## src/rtl/skew_map_pkg.sv

```systemverilog
package skew_map_pkg;

   // Selects which stride the conflict test applies.
   typedef enum logic [1:0] {
      PAT_A    = 2'd0,
      PAT_B    = 2'd1,
      PAT_SUM  = 2'd2,
      PAT_DIFF = 2'd3
   } stride_pat_e;

   // Fixed result latency: product reduction, or stride reduction plus
   // the worst-case subtractive gcd walk, plus one capture edge.
   function automatic int map_latency(input int prod_w, input int stride_w,
                                      input int modules);
      int gcd_path;
      gcd_path = stride_w + 1 + 2 * modules;
      return ((prod_w > gcd_path) ? prod_w : gcd_path) + 1;
   endfunction

endpackage

```

## src/rtl/skew_mod_reduce.sv

```systemverilog
module skew_mod_reduce #(
   parameter int W = 8,
   parameter int M = 17
) (
   input  logic                 clk,
   input  logic                 rst,
   input  logic                 start,
   input  logic [W-1:0]         x,
   output logic                 done,
   output logic [$clog2(M)-1:0] rem,
   output logic [W-1:0]         quo
);
   localparam int RW      = $clog2(M);
   localparam bit IS_POW2 = ((M & (M - 1)) == 0);

   if (M < 2) begin : g_bad_m
      $error("skew_mod_reduce: M must be at least 2");
   end
   if (W <= RW) begin : g_bad_w
      $error("skew_mod_reduce: W must exceed clog2(M)");
   end

   if (IS_POW2) begin : g_slice
      // Power-of-two count: remainder is a bit slice, one cycle.
      always_ff @(posedge clk) begin
         if (rst) begin
            rem  <= '0;
            quo  <= '0;
            done <= 1'b0;
         end else begin
            done <= start;
            if (start) begin
               rem <= x[RW-1:0];
               quo <= x >> RW;
            end
         end
      end
   end else begin : g_serial
      // Restoring reduction against the constant M, one bit per cycle,
      // MSB first; the partial remainder always stays below M.
      localparam int            CW    = $clog2(W + 1);
      localparam logic [RW:0]   M_VAL = (RW + 1)'(M);

      logic [W-1:0]  sh;
      logic [CW-1:0] cnt;
      logic          busy;
      logic [RW:0]   nxt;
      logic          ge;
      logic [RW-1:0] nxt_red;

      always_comb begin
         nxt     = {rem, sh[W-1]};
         ge      = (nxt >= M_VAL);
         nxt_red = ge ? RW'(nxt - M_VAL) : RW'(nxt);
      end

      always_ff @(posedge clk) begin
         if (rst) begin
            sh   <= '0;
            cnt  <= '0;
            busy <= 1'b0;
            rem  <= '0;
            quo  <= '0;
            done <= 1'b0;
         end else begin
            done <= 1'b0;
            if (start) begin
               sh   <= x;
               rem  <= '0;
               quo  <= '0;
               cnt  <= CW'(W);
               busy <= 1'b1;
            end else if (busy) begin
               rem <= nxt_red;
               quo <= {quo[W-2:0], ge};
               sh  <= sh << 1;
               cnt <= cnt - CW'(1);
               if (cnt == CW'(1)) begin
                  busy <= 1'b0;
                  done <= 1'b1;
               end
            end
         end
      end
   end

endmodule

```

## src/rtl/skew_gcd_unit.sv

```systemverilog
module skew_gcd_unit #(
   parameter int M = 17
) (
   input  logic                   clk,
   input  logic                   rst,
   input  logic                   start,
   input  logic [$clog2(M)-1:0]   b_in,
   output logic [$clog2(M+1)-1:0] g
);
   localparam int GW = $clog2(M + 1);

   logic [GW-1:0] a_q, b_q;

   // Subtractive Euclid on (M, b). It finishes in at most 2*M steps
   // and then parks with b = 0 and the gcd in a.
   always_ff @(posedge clk) begin
      if (rst) begin
         a_q <= GW'(M);
         b_q <= '0;
      end else if (start) begin
         a_q <= GW'(M);
         b_q <= GW'(b_in);
      end else if (b_q != '0) begin
         if (a_q >= b_q) begin
            a_q <= a_q - b_q;
         end else begin
            a_q <= b_q;
            b_q <= a_q;
         end
      end
   end

   assign g = a_q;

endmodule

```

## src/rtl/skew_bank_mapper.sv

```systemverilog
module skew_bank_mapper
   import skew_map_pkg::*;
#(
   parameter int NUM_MODULES = 17,
   parameter int IDX_W       = 16,
   parameter int SKEW_W      = 8,
   parameter int ACCESS_LEN  = 4,
   localparam int MOD_W      = $clog2(NUM_MODULES)
) (
   input  logic              clk,
   input  logic              rst,
   input  logic              in_valid,
   output logic              in_ready,
   input  logic [IDX_W-1:0]  in_index,
   input  logic [SKEW_W-1:0] in_skew,
   input  logic [SKEW_W-1:0] in_offset,
   input  logic [SKEW_W-1:0] in_stride_a,
   input  logic [SKEW_W-1:0] in_stride_b,
   input  logic [1:0]        in_pattern,
   output logic              out_valid,
   output logic [MOD_W-1:0]  out_module,
   output logic [IDX_W-1:0]  out_addr,
   output logic              out_conflict
);
   localparam int P_W     = IDX_W + SKEW_W + 1;
   localparam int S_W     = SKEW_W + 1;
   localparam int G_W     = $clog2(NUM_MODULES + 1);
   localparam int LATENCY = map_latency(P_W, S_W, NUM_MODULES);
   localparam int CNT_W   = $clog2(LATENCY + 1);

   if (NUM_MODULES < 2) begin : g_bad_modules
      $error("skew_bank_mapper: NUM_MODULES must be at least 2");
   end
   if (ACCESS_LEN < 1) begin : g_bad_len
      $error("skew_bank_mapper: ACCESS_LEN must be at least 1");
   end
   if (IDX_W <= MOD_W || S_W <= MOD_W) begin : g_bad_width
      $error("skew_bank_mapper: operand widths too small for NUM_MODULES");
   end

   logic             accept;
   logic [P_W-1:0]   prod;
   logic [S_W-1:0]   eff_stride;
   logic [MOD_W-1:0] prod_rem, idx_rem, stride_rem;
   logic [P_W-1:0]   prod_quo;
   logic [IDX_W-1:0] idx_quo;
   logic [S_W-1:0]   stride_quo;
   logic             prod_done, idx_done, stride_done;
   logic [G_W-1:0]   gcd_val;
   logic             conflict_now;
   logic             busy;
   logic [CNT_W-1:0] cnt;
   logic             fire;

   assign in_ready = !busy;
   assign accept   = in_valid && in_ready;

   // Skewed position before reduction.
   assign prod = P_W'(in_skew) * P_W'(in_index) + P_W'(in_offset);

   always_comb begin
      unique case (stride_pat_e'(in_pattern))
         PAT_A:    eff_stride = S_W'(in_stride_a);
         PAT_B:    eff_stride = S_W'(in_stride_b);
         PAT_SUM:  eff_stride = S_W'(in_stride_a) + S_W'(in_stride_b);
         PAT_DIFF: eff_stride = (in_stride_a >= in_stride_b)
                                ? S_W'(in_stride_a - in_stride_b)
                                : S_W'(in_stride_b - in_stride_a);
         default:  eff_stride = '0;
      endcase
   end

   skew_mod_reduce #(.W(P_W), .M(NUM_MODULES)) u_red_prod (
      .clk(clk), .rst(rst), .start(accept), .x(prod),
      .done(prod_done), .rem(prod_rem), .quo(prod_quo)
   );

   skew_mod_reduce #(.W(IDX_W), .M(NUM_MODULES)) u_red_index (
      .clk(clk), .rst(rst), .start(accept), .x(in_index),
      .done(idx_done), .rem(idx_rem), .quo(idx_quo)
   );

   skew_mod_reduce #(.W(S_W), .M(NUM_MODULES)) u_red_stride (
      .clk(clk), .rst(rst), .start(accept), .x(eff_stride),
      .done(stride_done), .rem(stride_rem), .quo(stride_quo)
   );

   skew_gcd_unit #(.M(NUM_MODULES)) u_gcd (
      .clk(clk), .rst(rst), .start(stride_done), .b_in(stride_rem),
      .g(gcd_val)
   );

   logic unused_bits;
   assign unused_bits = ^{prod_quo, idx_rem, stride_quo, prod_done, idx_done};

   assign conflict_now = (32'(ACCESS_LEN) * 32'(gcd_val)) > 32'(NUM_MODULES);

   // Fixed-latency sequencer: all engines have settled when it fires.
   assign fire = busy && (cnt == CNT_W'(LATENCY - 1));

   always_ff @(posedge clk) begin
      if (rst) begin
         busy         <= 1'b0;
         cnt          <= '0;
         out_valid    <= 1'b0;
         out_module   <= '0;
         out_addr     <= '0;
         out_conflict <= 1'b0;
      end else begin
         out_valid <= fire;
         if (accept) begin
            busy <= 1'b1;
            cnt  <= '0;
         end else if (fire) begin
            busy         <= 1'b0;
            out_module   <= prod_rem;
            out_addr     <= idx_quo;
            out_conflict <= conflict_now;
         end else if (busy) begin
            cnt <= cnt + CNT_W'(1);
         end
      end
   end

endmodule

```

## config.mk

```make
export PLATFORM = sky130hd
export DESIGN_NAME = skew_bank_mapper
export DESIGN_NICKNAME = d
export VERILOG_FILES = /design/src/rtl/skew_map_pkg.sv /design/src/rtl/skew_mod_reduce.sv /design/src/rtl/skew_gcd_unit.sv /design/src/rtl/skew_bank_mapper.sv
export SDC_FILE = /design/constraint.sdc
export NUM_CORES = 1
export LEC_CHECK = 0
export BUFFER_PORTS_ARGS = -buffer_cell sky130_fd_sc_hd__buf_2
export CORE_UTILIZATION = 52
export DETAILED_ROUTE_END_ITERATION = 8
export GPL_TIMING_DRIVEN = 0
export PLACE_DENSITY = 0.7
export SYNTH_ARGS = -nofsm -noshare
export SYNTH_HDL_FRONTEND = slang
export SYNTH_SLANG_ARGS = --single-unit
```

## constraint.sdc

```tcl
create_clock -name clk -period 8.5 [get_ports clk]
set_clock_uncertainty 0.2 [all_clocks]
set_input_delay 0 -clock clk [delete_from_list [all_inputs] [get_ports clk]]
set_output_delay 0 -clock clk [all_outputs]
set_load 0.02 [all_outputs]
```

==> flow_summary.ini <==
[status]
outcome = completed

[placed_design]
hpwl_mm = 22.7
portBuffers = 72
place_congestion = 0.931
place_inst = 1821

[setup_path]
critical_path_required_ns = 8.60
critPathKind = in -> reg
cp-end-kind = flop
cp.arrival_ns = 5.10
start_kind = input pin
crit_fanout = 9

[cts]
ctsResizeCount = 0
clkSinkCount = 139
cts_setup_buffers = 0
clk_pin_slew_ns = 0.06
tritoncts.num_buffers = 17
cts_root_buffer = clkbuf_16
cts_tree = yes
cts_buffer_depth = 2
htree_levels = 4
clock_latency_ns = 0.41

[global_route]
track_usage_pct = 25.7
grt_remaining_overflow = 0
grt_pass1_vias = 10400
antenna_found_initial = 0
grt_max_degree = 17
grt_pass1_wl_mm = 50.2

[yosys]
synth.avg_cell_area_um2 = 8.51
ys_ff_latch = 139
netlist_top_cells_area = dfxtp_1 (23%), fa_1 (16%), ha_1 (10%)
yosys.cell_types.count = 75
synth_top_family_by_area = adder cells
synth-adder-area-share_pct = 25.9
yosysSeqAreaShare_pct = 22.8
synth_edf_count = 0
synthFlopType = dfxtp_1
synth_compound_area_share_pct = 15.1
synth.top_cell.area_share_pct = 22.8
yosys_warnings = 0
synth_area_leader_cell = dfxtp_1
async_reset_ff_share_pct = 0
synthCells = 1436
synth_nets = 1684
synthXorXnorAreaFrac_pct = 3.15
synthMuxAreaShare_pct = 6.57
syn_area_um2 = 12200
synthSimpleGateAreaFrac_pct = 18.3

[drt]
firstDrtPassIters = 5
drc = 0
vias = 10200
totalWireLength_mm = 29.4
ant_nets = 0
drt_first_iter_violations = 550
viasPerCell = 5.44
wl_per_cell_um = 15.6

[final_layout]
areaGrowthSynthToFinish_pct = 13.4
layoutNonFillerInstCount = 1881
antenna_cells = 0
nets = 1803
drive_gt1_share_pct = 9.50

[flow_run]
cap_viol_max_count = 0

[floorplanning]
dieWidth_um = 155
die_h_um = 155
fp-row-count = 55
initial_core_util_pct = 53.5
io-pin-count = 77
die-area_um2 = 24100
core_area_um2 = 22800

[sta]
finalSetupTns_ns = 0
max_freq_mhz = 200
rsz0062_at_grt = false
setup_viol = 0
drv_slew = 0
relSlewSlack_pct = 50.1
hold_viol_final = 0
tightest_slew_ns = 0.749
finalCriticalPeriod_ns = 5.00
period_share_pct = 58.8

[power_and_ir_drop]
p_leak_nw = 6.14
irDropWorstVdd_mv = 0.143
p_per_area_nw_per_um2 = 219

[min_path]
hp-class = in -> reg
[routing by layer]
| metal | wire (um) | vias to the layer above | track usage, % |
|---|---|---|---|
| met5 | 0 | - | 0 |
| met4 | 301 | 0 | 5.60 |
| met3 | 907 | 28 | 2.90 |
| met2 | 14600 | 206 | 45.9 |
| met1 | 13600 | 4982 | 33.4 |
| li1 | - | 5026 | - |
[worst paths after layout]
path                                               start                                       end  slack (ns)  cells after the start
worst max-delay path                        in_index[15]   u_red_prod.g_serial.sh[22]$_SDFFE_PP0P_        3.50                     17
worst min-delay path                      in_stride_b[6]  u_red_stride.g_serial.sh[6]$_SDFFE_PP0P_        0.05                      5
worst max register to register   u_gcd.g[0]$_SDFFE_PP1P_                 u_gcd.b_q[4]$_SDFFE_PP0P_        6.06                      8
worst min register to register  out_addr[8]$_SDFFE_PP0P_                  out_addr[8]$_SDFFE_PP0P_        0.25                      2
[cell type report]
type / count / area (um2)
plain buffers: 69 / 284
clock buffers: 18 / 439
clock inverters: 14 / 161
fillers: 2044 / 9000
inverters: 195 / 732
multi-input cells: 1033 / 8420
flip-flops and latches: 139 / 2780
well taps: 313 / 392
repair buffers: 100 / 641
[logic make-up after synthesis]
family          Yosys count
simple gates            443
compound gates          272
buf+inv                 264
fa+ha+maj               195
flops                   139
mux                      79
xor+xnor                 44
[worst max-delay path, stage by stage]
cell and delay (ns):
dlygate4sd3_1 0.52, clkbuf_1 0.41, nand2_1 0.13, fa_1 0.47, fa_1 0.49, inv_1 0.06, fa_1 0.53, inv_1 0.05
fa_1 0.53, inv_1 0.04, ha_1 0.39, nand2_1 0.14, nor3_1 0.49, and3_1 0.24, o211ai_2 0.11, mux2i_1 0.15
or3_1 0.34
[flip-flops by register name, summed over array words and instances (netlist names), 4 cells and up]
register                   cells
u_red_prod.g_serial.sh        25
u_red_prod.rem                 5
cnt                            6
u_red_index.rem                5
u_red_index.g_serial.cnt       5
u_red_prod.g_serial.cnt        5
u_red_stride.g_serial.sh       9
out_module                     5
u_red_stride.rem               5
out_addr                      16
u_red_index.g_serial.sh       16
u_red_stride.g_serial.cnt      4
u_gcd.g                        5
u_gcd.b_q                      5
u_red_index.quo               16
[per-stage QoR]
step                total power, mW  cell area, um2  utilization (%)  worst slack, ns  hold slack (ns)
finish                         3.03           13800             60.6             3.50           0.0502
global route                   3.30           13800             60.6             3.34           0.0583
CTS                            3.04           13800             60.6             3.53           0.0358
detailed placement             2.27           13000             56.8             3.39            0.190
global placement               2.25           13000             56.8             3.38            0.190
floorplan                      1.92           12200                -             4.07          -0.0593
[power breakdown]
group	switching, mW	internal (mW)	total [mW]	leakage [nW]
Clock	0.303	0.447	0.750	0.290
Combinational	0.909	0.621	1.53	4.71
Sequential	0.0387	0.713	0.751	1.14
[synthesized netlist by cell type, types with 17 or more instances]
cell      instances
ha_1             99
a211oi_1         50
fa_1             96
xnor2_1          29
dfxtp_1         139
mux2i_1          70
clkbuf_1         43
o21ai_0          31
inv_1           195
nand2b_1         17
a21oi_1          87
nand2_1         105
and2_1          103
nor2_1          117
[timing repair]
action                     4_1_cts  5_1_grt
hold endpoints to repair        25        0
hold buffers                    28        0
setup endpoints to repair        0        0
[placed cells by master (no fill, tap or decap), types with 5 or more instances in the layout]
master / synthesis / final
o211ai_1: 7 / 7
mux2_2: 9 / 9
a31oi_1: 11 / 11
or4_1: 5 / 5
nand2_1: 105 / 105
clkbuf_16: 0 / 17
nand2b_1: 17 / 17
xor2_1: 15 / 15
clkbuf_1: 43 / 43
or3_1: 8 / 8
a21o_1: 11 / 11
inv_1: 195 / 195
nor3_1: 14 / 14
mux2i_1: 70 / 70
xnor2_1: 29 / 29
and3_1: 7 / 7
nand4_1: 7 / 7
a211o_1: 5 / 5
dlygate4sd3_1: 0 / 28
o21a_1: 5 / 5
ha_1: 99 / 99
nor3b_1: 8 / 8
nor2b_1: 16 / 16
a221oi_1: 8 / 8
buf_2: 8 / 80
and2_1: 103 / 103
a21oi_1: 87 / 87
a211oi_1: 50 / 50
o31ai_1: 5 / 5
nand3_1: 12 / 12
o21ai_0: 31 / 31
buf_1: 15 / 15
nor4_1: 5 / 5
dfxtp_1: 139 / 139
nor2_1: 117 / 117
fa_1: 96 / 96
(Power assumes the default switching activity.)
